[config.mk]
export PLATFORM = sky130hd
export DESIGN_NAME = pointer_agu
export DESIGN_NICKNAME = d
export VERILOG_FILES = /design/src/rtl/agu_pkg.sv /design/src/rtl/agu_ptr_file.sv /design/src/rtl/agu_addr_calc.sv /design/src/rtl/agu_ctrl.sv /design/src/rtl/pointer_agu.sv
export SDC_FILE = /design/constraint.sdc
export NUM_CORES = 1
export LEC_CHECK = 0
export ABC_CLOCK_PERIOD_IN_PS = 5250
export CORE_AREA = 2 2 126 103
export CTS_CLUSTER_SIZE = 20
export DETAILED_ROUTE_END_ITERATION = 8
export DIE_AREA = 0 0 128 105
export GPL_TIMING_DRIVEN = 1
export PLACE_DENSITY = 0.71
export SYNTH_ARGS = -nofsm -noshare
export SYNTH_HDL_FRONTEND = slang
export SYNTH_SLANG_ARGS = --single-unit
[constraint.sdc]
create_clock -name clk -period 5.25 [get_ports clk]
set_input_delay 1.575 -clock clk [delete_from_list [all_inputs] [get_ports clk]]
set_output_delay 1.575 -clock clk [all_outputs]
set_load 0.02 [all_outputs]
[src/rtl/agu_pkg.sv]
package agu_pkg;
    typedef enum logic [2:0] {
        AM_PLAIN   = 3'd0,
        AM_POSTINC = 3'd1,
        AM_PREDEC  = 3'd2,
        AM_DISP    = 3'd3,
        AM_DIRECT  = 3'd4
    } amode_e;

    typedef enum logic [1:0] {
        ST_IDLE = 2'd0,
        ST_WORD = 2'd1,
        ST_DONE = 2'd2
    } agu_state_e;
endpackage

[src/rtl/agu_ptr_file.sv]
module agu_ptr_file #(
    parameter int AW   = 16,
    parameter int NPTR = 3,
    parameter int SELW = 2
) (
    input  logic            clk,
    input  logic            rst_n,
    input  logic [SELW-1:0] rd_sel,
    output logic [AW-1:0]   rd_val,
    input  logic            wr_en,
    input  logic [SELW-1:0] wr_sel,
    input  logic [AW-1:0]   wr_val,
    input  logic            ld_en,
    input  logic [SELW-1:0] ld_sel,
    input  logic [AW-1:0]   ld_val
);
    logic [AW-1:0] ptr_q [NPTR];

    for (genvar i = 0; i < NPTR; i++) begin : g_ptr
        always_ff @(posedge clk or negedge rst_n) begin
            if (!rst_n)
                ptr_q[i] <= '0;
            else if (wr_en && wr_sel == SELW'(i))
                ptr_q[i] <= wr_val;
            else if (ld_en && ld_sel == SELW'(i))
                ptr_q[i] <= ld_val;
        end
    end

    always_comb begin
        rd_val = '0;
        for (int k = 0; k < NPTR; k++)
            if (rd_sel == SELW'(k)) rd_val = ptr_q[k];
    end
endmodule

[src/rtl/agu_addr_calc.sv]
module agu_addr_calc
    import agu_pkg::*;
#(
    parameter int AW          = 16,
    parameter int DW          = 6,
    parameter int NPTR        = 3,
    parameter int SELW        = 2,
    parameter int REDUCED_PTR = 0
) (
    input  amode_e          mode,
    input  logic [SELW-1:0] sel,
    input  logic [AW-1:0]   ptr,
    input  logic [DW-1:0]   disp,
    output logic [AW-1:0]   ea,
    output logic [AW-1:0]   new_val,
    output logic            we,
    output logic            illegal
);
    logic sel_ok;
    assign sel_ok = int'(sel) < NPTR;

    always_comb begin
        ea      = ptr;
        new_val = ptr;
        we      = 1'b0;
        illegal = 1'b0;
        case (mode)
            AM_PLAIN:   ea = ptr;
            AM_POSTINC: begin
                new_val = ptr + AW'(1);
                we      = 1'b1;
            end
            AM_PREDEC: begin
                new_val = ptr - AW'(1);
                ea      = new_val;
                we      = 1'b1;
            end
            AM_DISP: begin
                if (int'(sel) == REDUCED_PTR) illegal = 1'b1;
                else                          ea = ptr + AW'(disp);
            end
            AM_DIRECT:  ea = ptr;
            default:    illegal = 1'b1;
        endcase
        if (!sel_ok && mode != AM_DIRECT) illegal = 1'b1;
        if (illegal) begin
            we      = 1'b0;
            ea      = '0;
            new_val = ptr;
        end
    end
endmodule

[src/rtl/agu_ctrl.sv]
module agu_ctrl
    import agu_pkg::*;
#(
    parameter int AW   = 16,
    parameter int SELW = 2
) (
    input  logic            clk,
    input  logic            rst_n,
    input  logic            start,
    input  amode_e          mode,
    input  logic [SELW-1:0] sel,
    input  logic [AW-1:0]   direct_word,
    input  logic [AW-1:0]   calc_ea,
    input  logic [AW-1:0]   calc_new,
    input  logic            calc_we,
    input  logic            calc_illegal,
    output agu_state_e      state,
    output logic            wr_en,
    output logic [AW-1:0]   ea_q,
    output logic            we_q,
    output logic [SELW-1:0] idx_q,
    output logic [AW-1:0]   new_q,
    output logic            illegal_q,
    output logic            done_q
);
    agu_state_e state_nx;
    logic       accept;

    assign accept = (state == ST_IDLE) && start;
    assign wr_en  = accept && calc_we && (mode != AM_DIRECT);

    always_comb begin
        state_nx = state;
        unique case (state)
            ST_IDLE: if (start) state_nx = (mode == AM_DIRECT) ? ST_WORD : ST_DONE;
            ST_WORD: state_nx = ST_DONE;
            ST_DONE: state_nx = ST_IDLE;
            default: state_nx = ST_IDLE;
        endcase
    end

    always_ff @(posedge clk or negedge rst_n) begin
        if (!rst_n) state <= ST_IDLE;
        else        state <= state_nx;
    end

    always_ff @(posedge clk or negedge rst_n) begin
        if (!rst_n) begin
            ea_q      <= '0;
            we_q      <= 1'b0;
            idx_q     <= '0;
            new_q     <= '0;
            illegal_q <= 1'b0;
            done_q    <= 1'b0;
        end else begin
            done_q <= 1'b0;
            unique case (state)
                ST_IDLE: begin
                    if (accept && mode != AM_DIRECT) begin
                        ea_q      <= calc_ea;
                        new_q     <= calc_new;
                        we_q      <= calc_we;
                        illegal_q <= calc_illegal;
                        idx_q     <= sel;
                        done_q    <= 1'b1;
                    end
                end
                ST_WORD: begin
                    ea_q      <= direct_word;
                    new_q     <= '0;
                    we_q      <= 1'b0;
                    illegal_q <= 1'b0;
                    done_q    <= 1'b1;
                end
                ST_DONE: begin
                    we_q      <= 1'b0;
                    illegal_q <= 1'b0;
                end
                default: ;
            endcase
        end
    end
endmodule

[src/rtl/pointer_agu.sv]
module pointer_agu
    import agu_pkg::*;
#(
    parameter int AW          = 16,
    parameter int DW          = 6,
    parameter int NPTR        = 3,
    parameter int REDUCED_PTR = 0,
    localparam int SELW       = (NPTR > 2) ? $clog2(NPTR) : 1
) (
    input  logic            clk,
    input  logic            rst_n,
    input  logic            start_i,
    input  logic [2:0]      mode_i,
    input  logic [SELW-1:0] ptr_sel_i,
    input  logic [DW-1:0]   disp_i,
    input  logic [AW-1:0]   direct_word_i,
    input  logic            ld_en_i,
    input  logic [SELW-1:0] ld_sel_i,
    input  logic [AW-1:0]   ld_val_i,
    output logic [AW-1:0]   ea_o,
    output logic            ptr_we_o,
    output logic [SELW-1:0] ptr_idx_o,
    output logic [AW-1:0]   ptr_new_o,
    output logic            illegal_o,
    output logic            done_o
);
    amode_e     mode;
    agu_state_e state;
    logic [AW-1:0] rd_val, c_ea, c_new;
    logic          c_we, c_ill, wr_en, ld_ok;

    assign mode  = amode_e'(mode_i);
    assign ld_ok = ld_en_i && (state == ST_IDLE) && !start_i;

    agu_ptr_file #(.AW(AW), .NPTR(NPTR), .SELW(SELW)) u_ptrs (
        .clk(clk), .rst_n(rst_n),
        .rd_sel(ptr_sel_i), .rd_val(rd_val),
        .wr_en(wr_en), .wr_sel(ptr_sel_i), .wr_val(c_new),
        .ld_en(ld_ok), .ld_sel(ld_sel_i), .ld_val(ld_val_i)
    );

    agu_addr_calc #(.AW(AW), .DW(DW), .NPTR(NPTR), .SELW(SELW),
                    .REDUCED_PTR(REDUCED_PTR)) u_calc (
        .mode(mode), .sel(ptr_sel_i), .ptr(rd_val), .disp(disp_i),
        .ea(c_ea), .new_val(c_new), .we(c_we), .illegal(c_ill)
    );

    agu_ctrl #(.AW(AW), .SELW(SELW)) u_ctrl (
        .clk(clk), .rst_n(rst_n), .start(start_i), .mode(mode),
        .sel(ptr_sel_i), .direct_word(direct_word_i),
        .calc_ea(c_ea), .calc_new(c_new), .calc_we(c_we), .calc_illegal(c_ill),
        .state(state), .wr_en(wr_en),
        .ea_q(ea_o), .we_q(ptr_we_o), .idx_q(ptr_idx_o), .new_q(ptr_new_o),
        .illegal_q(illegal_o), .done_q(done_o)
    );
endmodule

==> results of run 1 <==
-- worst paths after layout --
check                                      start                to  slack (ns)  cells past startpoint
worst min-delay path              u_ctrl.ea_q[1]    u_ctrl.ea_q[1]        0.48                      2
max in group asynchronous                  rst_n    u_ctrl.ea_q[6]        3.12                      1
worst max register to register  u_ptrs.ptr_q[17]   u_ctrl.ea_q[13]        2.19                     11
worst min register to register    u_ctrl.ea_q[1]    u_ctrl.ea_q[1]        0.48                      2
min in group asynchronous                  rst_n  u_ptrs.ptr_q[47]        1.43                      1
worst max-delay path                ptr_sel_i[0]   u_ctrl.ea_q[13]        0.60                     13
-- state kept, by name (all words and copies together) (netlist names) --
signal	cells
u_ctrl.illegal_q	1
u_ctrl.we_q	1
u_ctrl.new_q	16
u_ctrl.state	2
u_ctrl.idx_q	2
u_ctrl.done_q	1
u_ctrl.ea_q	16
u_ptrs.ptr_q	48
-- cells by family (layout without fill, tap and decap cells) --
family | after synthesis | count (layout)
mux | 64 | 64
xor+xnor | 26 | 26
other cells | 0 | 1
buf+inv | 54 | 151
flops | 87 | 87
fa+ha+maj | 11 | 11
compound gates | 204 | 204
simple gates | 203 | 203
-- placed cells by master, fill, tap and decap left out, drive strengths merged, types with 3 or more instances in the layout --
cell / count
dfrtp: 87
clkdlybuf4s50: 84
nand2: 72
o21ai: 72
nor2: 57
mux2i: 43
a21oi: 41
buf: 41
mux2: 21
nand3: 19
xor2: 17
a22oi: 15
o2bb2ai: 14
nor3: 13
inv: 12
o22ai: 11
ha: 10
clkbuf: 10
xnor2: 9
nand4: 8
o211ai: 7
a221oi: 6
nor4: 6
nor2b: 5
a221o: 5
nor3b: 5
or3: 4
o221ai: 4
a31oi: 4
a21o: 4
o31ai: 4
and3: 4
nand2b: 3
o311ai: 3
clkinv: 3
-- area by class of cell --
class,count,area [um^2]
diodes,1,2.502
inverters,10,37.54
flip-flops and latches,87,2177
clock inverters,6,66.31
repair buffers,125,1149
clock buffers,10,239.0
multi-input cells,508,3329
fillers,1076,4881
well taps,152,190.2
-- metal layers --
layer	part of all wire	up-vias	global-route usage
li1	-	2579	-
met1	0.45	2730	0.3921
met2	0.46	240	0.4404
met3	0.075	17	0.05786
met4	0.011	0	0.06907
met5	0	-	0
-- power groups by stage --
stage / registers, mW / logic, mW / clock network, mW
after floorplan: 1.30 / 1.01 / 0
after global placement: 1.18 / 1.86 / 0
after detailed placement: 1.19 / 1.90 / 0
after CTS: 1.18 / 1.91 / 0.681
after global routing: 1.22 / 2.08 / 0.710
final: 1.19 / 1.92 / 0.671
-- through the flow --
step / instances / hold WS (ns) / cell area (um^2)
floorplan: 649 / 0.4726 / 5729
global placement: 882 / 0.4690 / 6883
detailed placement: 882 / 0.4733 / 6883
CTS: 898 / 0.4886 / 7188
global route: 898 / 0.5042 / 7188
finish: 899 / 0.4828 / 7191
-- worst reg2reg max path: stages, from the launching register on --
cell       delay, ns
dfrtp_1         0.35
mux2i_1         0.09
o2bb2ai_1       0.47
buf_4           0.25
ha_1            0.23
a21o_1          0.19
nand4_1         0.11
nand3_1         0.20
and3_1          0.28
and3_1          0.20
o311ai_0        0.42
o22ai_1         0.15
==> key figures, run 1 <==
Run status
  • Status: completed

Synth
  • Flops & latches, synth: slightly below 90
  • Top_reg_cell synth: dfrtp_1
  • Synth Net Count: 709
  • Mapped Cells: roughly 650
  • Largest family of logic cells by synthesized area: compound AO/OA/AOI/OAI gates
  • Cell taking the most area after synthesis: dfrtp_1
  • Sequential area share after synthesis: 0.3800
  • Compound-Gate Fraction of Synth Area: 0.2321
  • Asr flop ratio synth: 1.000
  • Most frequent cells after synthesis: dfrtp_1, nand2_1, o21ai_0, nor2_1, mux2i_1
  • Ys Warns: 0
  • Synth Area in XOR/XNOR: 0.03975
  • Synth Area in Adders: 0.02533
  • Post-synth EDFFs: 0
  • Synth Area in Simple Gates: 0.1642
  • Synth Cell Area: 5729 um^2
  • Mux share of post-synthesis cell area: 0.1164
  • Syn avg cell area: 8.828 um^2
  • Count leader, synth: dfrtp_1
  • Top-area cell type share of the netlist area: 0.3800
  • Largest cells by area after synthesis: dfrtp_1, mux2i_1, o21ai_0
  • Post-synthesis cell type count: 58

Critical path
  • Slowest stage delay, CP: 0.47 ns
  • CP arrival: 4.86 ns
  • WS Path Type: input port to register
  • Critical Path Source Type: input port
  • Worst EP required: 5.47 ns
  • CP cell instances: clkdlybuf4s50_1, buf_4, mux2i_1, o2bb2ai_1, buf_4, ha_1, a21o_1, nand4_1, nand3_1, and3_1, and3_1, o311ai_0, o22ai_1
  • Slowest-stage cell, CP: o2bb2ai_1
  • Crit-path leading delay family: compound AO/OA/AOI/OAI gates
  • Crit. End Element: register
  • CP max FO: 14
  • Crit path buf inv count: 3

Floorplanning
  • Rows: 36
  • Initial Util: 0.4746
  • Die ar.: 13440 um^2
  • I/O Pins: 86
  • Chip width: 128 um
  • Die Y: 105 um
  • Core Area: 12070 um^2

STA
  • Max-slew violations: 0
  • Worst-Margin Slew: 1.103 ns
  • Fin crit share: 0.8848
  • Setup-failing EPs final: 0
  • Max_slew headroom: 0.2645
  • Max Freq: 215.3 MHz
  • PnR worst setup slack: 0.6047 ns
  • Final setup TNS: 0 ns
  • Worst Clk Skew: 0.008667 ns
  • RSZ-0062 raised after global routing: no
  • Min Tclk post-route: roughly 4.6 ns
  • Final hold viol count: 0

Detailed routing
  • DR pass1 iterations: 5
  • Final WL: between 15000 and 20000 um
  • # DRC: 0
  • Via count: about 5600
  • Initial DRC Count: 554
  • Routed Antenna Nets: 0
  • DR WL/cell: 20.39 um
  • Vias per std cell: between 6 and 7

Run
  • Number of max-cap violations: 0

Worst hold path
  • Hold crit path type: register to register

Clock network
  • Root Driver: clkbuf_16
  • Post-CTS Repair Setup Buffers: 0
  • CTS Sinks: 87
  • CTS tree: yes
  • CTS buffer count: 9
  • CTS Buffer Depth: 2
  • CTS hold repair buffers: 0
  • H-tree Lvls: 3
  • Worst-Skew Late Latency: around 0.35 ns
  • Clock Pin Slew Worst Setup and Hold Paths: 0.06 ns
  • Post-CTS sizing: 0

Power and ir drop
  • Leakage: 2.988 nW
  • Clock Power Share: 0.178
  • Tot Pwr: roughly 3.8 mW
  • Worst vdd ir: 291.9 uV
  • Power per cell area: approximately 530 nW/um^2
  • Net Sw Power: 1.564 mW
  • Cell-internal power: 2.214 mW
  • Combinational power share: 0.509
  • Fraction of power consumed by sequential logic: 0.314
  • Net Sw Frac: 0.4140

Placement
  • Setup WS pre-CTS: around 0.34 ns
  • DPL Wire Length: 13290 um
  • Routability cong.: 0.9574
  • PortBufs: 85

Final layout
  • Core Util, Final: 0.5957
  • Share of layout cells above drive strength 1: 0.1247
  • Nets: 801
  • Area growth syn-to-layout: 25.51%

GRT
  • Vias in the first global route: around 5400
  • Number of antenna violations at the first check in global routing: 0
  • Largest net degree at the start of global routing: 88
  • Grt total ovfl: 0
  • Total global-route track usage: 0.2791
  • First-pass GRT wire length: 29230 um
Power figures use the tool's default switching activity.
==> inputs of run 2 (changes only) <==
Settings changed: CORE_AREA 2 2 126 103 to 10 10 134 111, DIE_AREA 0 0 128 105 to 0 0 144 121, SKIP_LAST_GASP set to 1.
==> run 2 against run 1 <==
Worst setup slack got worse by 0.28 ns. Wire length grew 5.2%. Final cell count decreased by 0.33%. First-iteration DRC count decreased by 5.6%. Die area increased by 30%. Largest power group unchanged.
==> key figures, run 2 (synthesis gave the netlist of run 1 again) <==
Run status
  • Status: completed

Clock network
  • Post-CTS sizing: 0 (unchanged)
  • Worst-Skew Late Latency: 0.36 ns (about the same)
  • Post-CTS Repair Setup Buffers: 0 (unchanged)
  • CTS Buffer Depth: 2 (unchanged)
  • CTS hold repair buffers: 0 (unchanged)
  • Clock Pin Slew Worst Setup and Hold Paths: 0.06 ns (about the same)
  • CTS tree: yes
  • H-tree Lvls: 3 (unchanged)
  • CTS Sinks: 87 (unchanged)
  • Root Driver: clkbuf_16
  • CTS buffer count: 9 (unchanged)

Floorplanning
  • Die Y: 121 um (+15%)
  • Initial Util: 0.4728 (-0.001764)
  • Chip width: 144 um (+13%)
  • Die ar.: 17420 um^2 (+30%)
  • Rows: 36 (unchanged)
  • Core Area: 12120 um^2 (+0.37%)
  • I/O Pins: 86 (unchanged)

Critical path
  • Slowest stage delay, CP: 0.91 ns (+0.44 ns)
  • CP max FO: 23 (+9)
  • Critical Path Source Type: input port
  • FF-to-FF Start: u_ptrs.ptr_q[16]
  • CP arrival: 5.19 ns (+0.33 ns)
  • Slowest-stage cell, CP: a2111oi_0
  • CP cell instances: clkdlybuf4s50_1, buf_12, mux2i_1, o2bb2ai_2, ha_1, fa_1, xor2_1, o221ai_1, a2111oi_0, buf_4, a21oi_1, o21ai_0
  • Worst EP required: 5.52 ns (+0.05 ns)
  • Critical path startpoint: ptr_sel_i[0]
  • WS Path Type: input port to register
  • Crit. End Element: register

Run
  • Number of max-cap violations: 0 (unchanged)

Power and ir drop
  • Net Sw Frac: 0.4173 (+0.003312)
  • Tot Pwr: 3.756 mW (-0.58%)
  • Cell-internal power: 2.189 mW (-1.1%)
  • Power per cell area: 523.8 nW/um^2 (-0.32%)
  • Combinational power share: 0.511 (+0.002)
  • Clock Power Share: 0.174 (-0.004)
  • Net Sw Power: 1.568 mW (+0.22%)
  • Fraction of power consumed by sequential logic: 0.315 (about the same)
  • Leakage: 2.965 nW (-0.79%)
  • Worst vdd ir: 308.1 uV (+5.5%)

Placement
  • PortBufs: 85 (unchanged)
  • Routability cong.: 0.9468 (-1.1%)
  • DPL Wire Length: 14150 um (+6.4%)
  • Setup WS pre-CTS: 0.007995 ns (-0.3292 ns)

STA
  • PnR worst setup slack: 0.3292 ns (-0.2755 ns)
  • Max-slew violations: 0 (unchanged)
  • Max Freq: 203.2 MHz (-5.6%)
  • Fin crit share: 0.9373 (+0.05248)
  • Worst-Margin Slew: 1.086 ns (-0.01765 ns)
  • Final hold viol count: 0 (unchanged)
  • RSZ-0062 raised after global routing: no
  • Min Tclk post-route: 4.921 ns (+0.2755 ns)
  • Worst Clk Skew: 0.01205 ns (+0.003383 ns)
  • Setup-failing EPs final: 0 (unchanged)
  • Max_slew headroom: 0.2686 (+0.004122)

Detailed routing
  • Via count: 5521 (-0.81%)
  • DR pass1 iterations: 6 (+1)
  • Final WL: 19290 um (+5.2%)
  • Vias per std cell: 6.162 (-0.48%)
  • Routed Antenna Nets: 0 (unchanged)
  • # DRC: 0 (unchanged)
  • DR WL/cell: 21.52 um (+5.6%)
  • Initial DRC Count: 523 (-5.6%)

Final layout
  • Most frequent cells in the layout: dfrtp_1, clkdlybuf4s50_1, nand2_1, o21ai_0, nor2_1
  • Leading cell type in the layout, fill and taps excluded: dfrtp_1
  • Max FFs per register: 48 (unchanged)
  • Share of layout cells above drive strength 1: 0.1183 (-0.006385)
  • Multi-input logic area: 3329 um^2 (unchanged)
  • FILL cells: 1076 (unchanged)
  • Nets: 799 (-0.25%)
  • Area growth syn-to-layout: 25.18%
  • Largest regs: u_ptrs.ptr_q: 48 flops, u_ctrl.ea_q: 16 flops, u_ctrl.new_q: 16 flops
  • Sequential Area: 2177 um^2 (unchanged)
  • Reg with most FFs: u_ptrs.ptr_q
  • # diodes: 0 (-1)
  • Core Util, Final: 0.5919 (-0.003763)

Worst hold path
  • Hold crit path type: register to register
  • Min-delay src: u_ctrl.new_q[12]

GRT
  • First-pass GRT wire length: 30500 um (+4.3%)
  • Number of antenna violations at the first check in global routing: 0 (unchanged)
  • Met3 Track Usage GR: 0.06377 (+0.005912)
  • Vias in the first global route: 5442 (-0.073%)
  • GR Util met2: 0.3390 (-0.1014)
  • Grt total ovfl: 0 (unchanged)
  • GR Util met1: 0.2993 (-0.09283)
  • Total global-route track usage: 0.2223 (-0.05683)
  • GR peak layer: met2
  • Largest net degree at the start of global routing: 66 (-25%)
## run 2: final timing paths
path,cells past startpoint,endpoint,slack (ns)
max,12,u_ctrl.ea_q[2],0.33
min,2,u_ctrl.new_q[12],0.49
max reg2reg,10,u_ctrl.ea_q[2],1.98
min reg2reg,2,u_ctrl.new_q[12],0.49
max in group asynchronous,2,u_ctrl.new_q[4],3.04
min in group asynchronous,1,u_ctrl.ea_q[1],1.32
## run 2: final cells by class
cell class	count	share of cell area
Clock buffer	12	0.03297
Clock inverter	4	0.007676
Inverter	10	0.005234
Multi-Input combinational cell	508	0.4642
Sequential cell	87	0.3036
Tap cell	152	0.02652
Timing Repair Buffer	123	0.1598
## run 2: stage by stage
step	instances	TNS (ns)	hold slack (ns)	area [um^2]
detailed placement	880	0	0.4774	6880
floorplan	649	0	0.4726	5729
global route	896	0	0.5188	7172
CTS	896	0	0.4955	7172
finish	896	0	0.4903	7172
global placement	880	-0.01337	0.4667	6880
## run 2: power groups by stage
| stage | logic [mW] | registers [mW] | clock network, mW |
|---|---|---|---|
| floorplan | 1.01 | 1.30 | 0 |
| global route | 2.10 | 1.22 | 0.689 |
| detailed placement | 1.91 | 1.19 | 0 |
| finish | 1.92 | 1.18 | 0.653 |
| CTS | 1.92 | 1.18 | 0.665 |
| global placement | 1.88 | 1.17 | 0 |
## run 2: worst max-delay path: cells and delay by family
family	cells	cell delay [ns]
compound gates	5	1.52
xor+xnor	1	0.17
fa+ha+maj	2	0.68
buf+inv	3	0.98
mux	1	0.25
## run 2: layer usage
layer  part of all wire  vias up
met5                  0        -
met4              0.020        0
met3              0.080       30
met2               0.46      221
met1               0.44     2700
li1                   -     2570
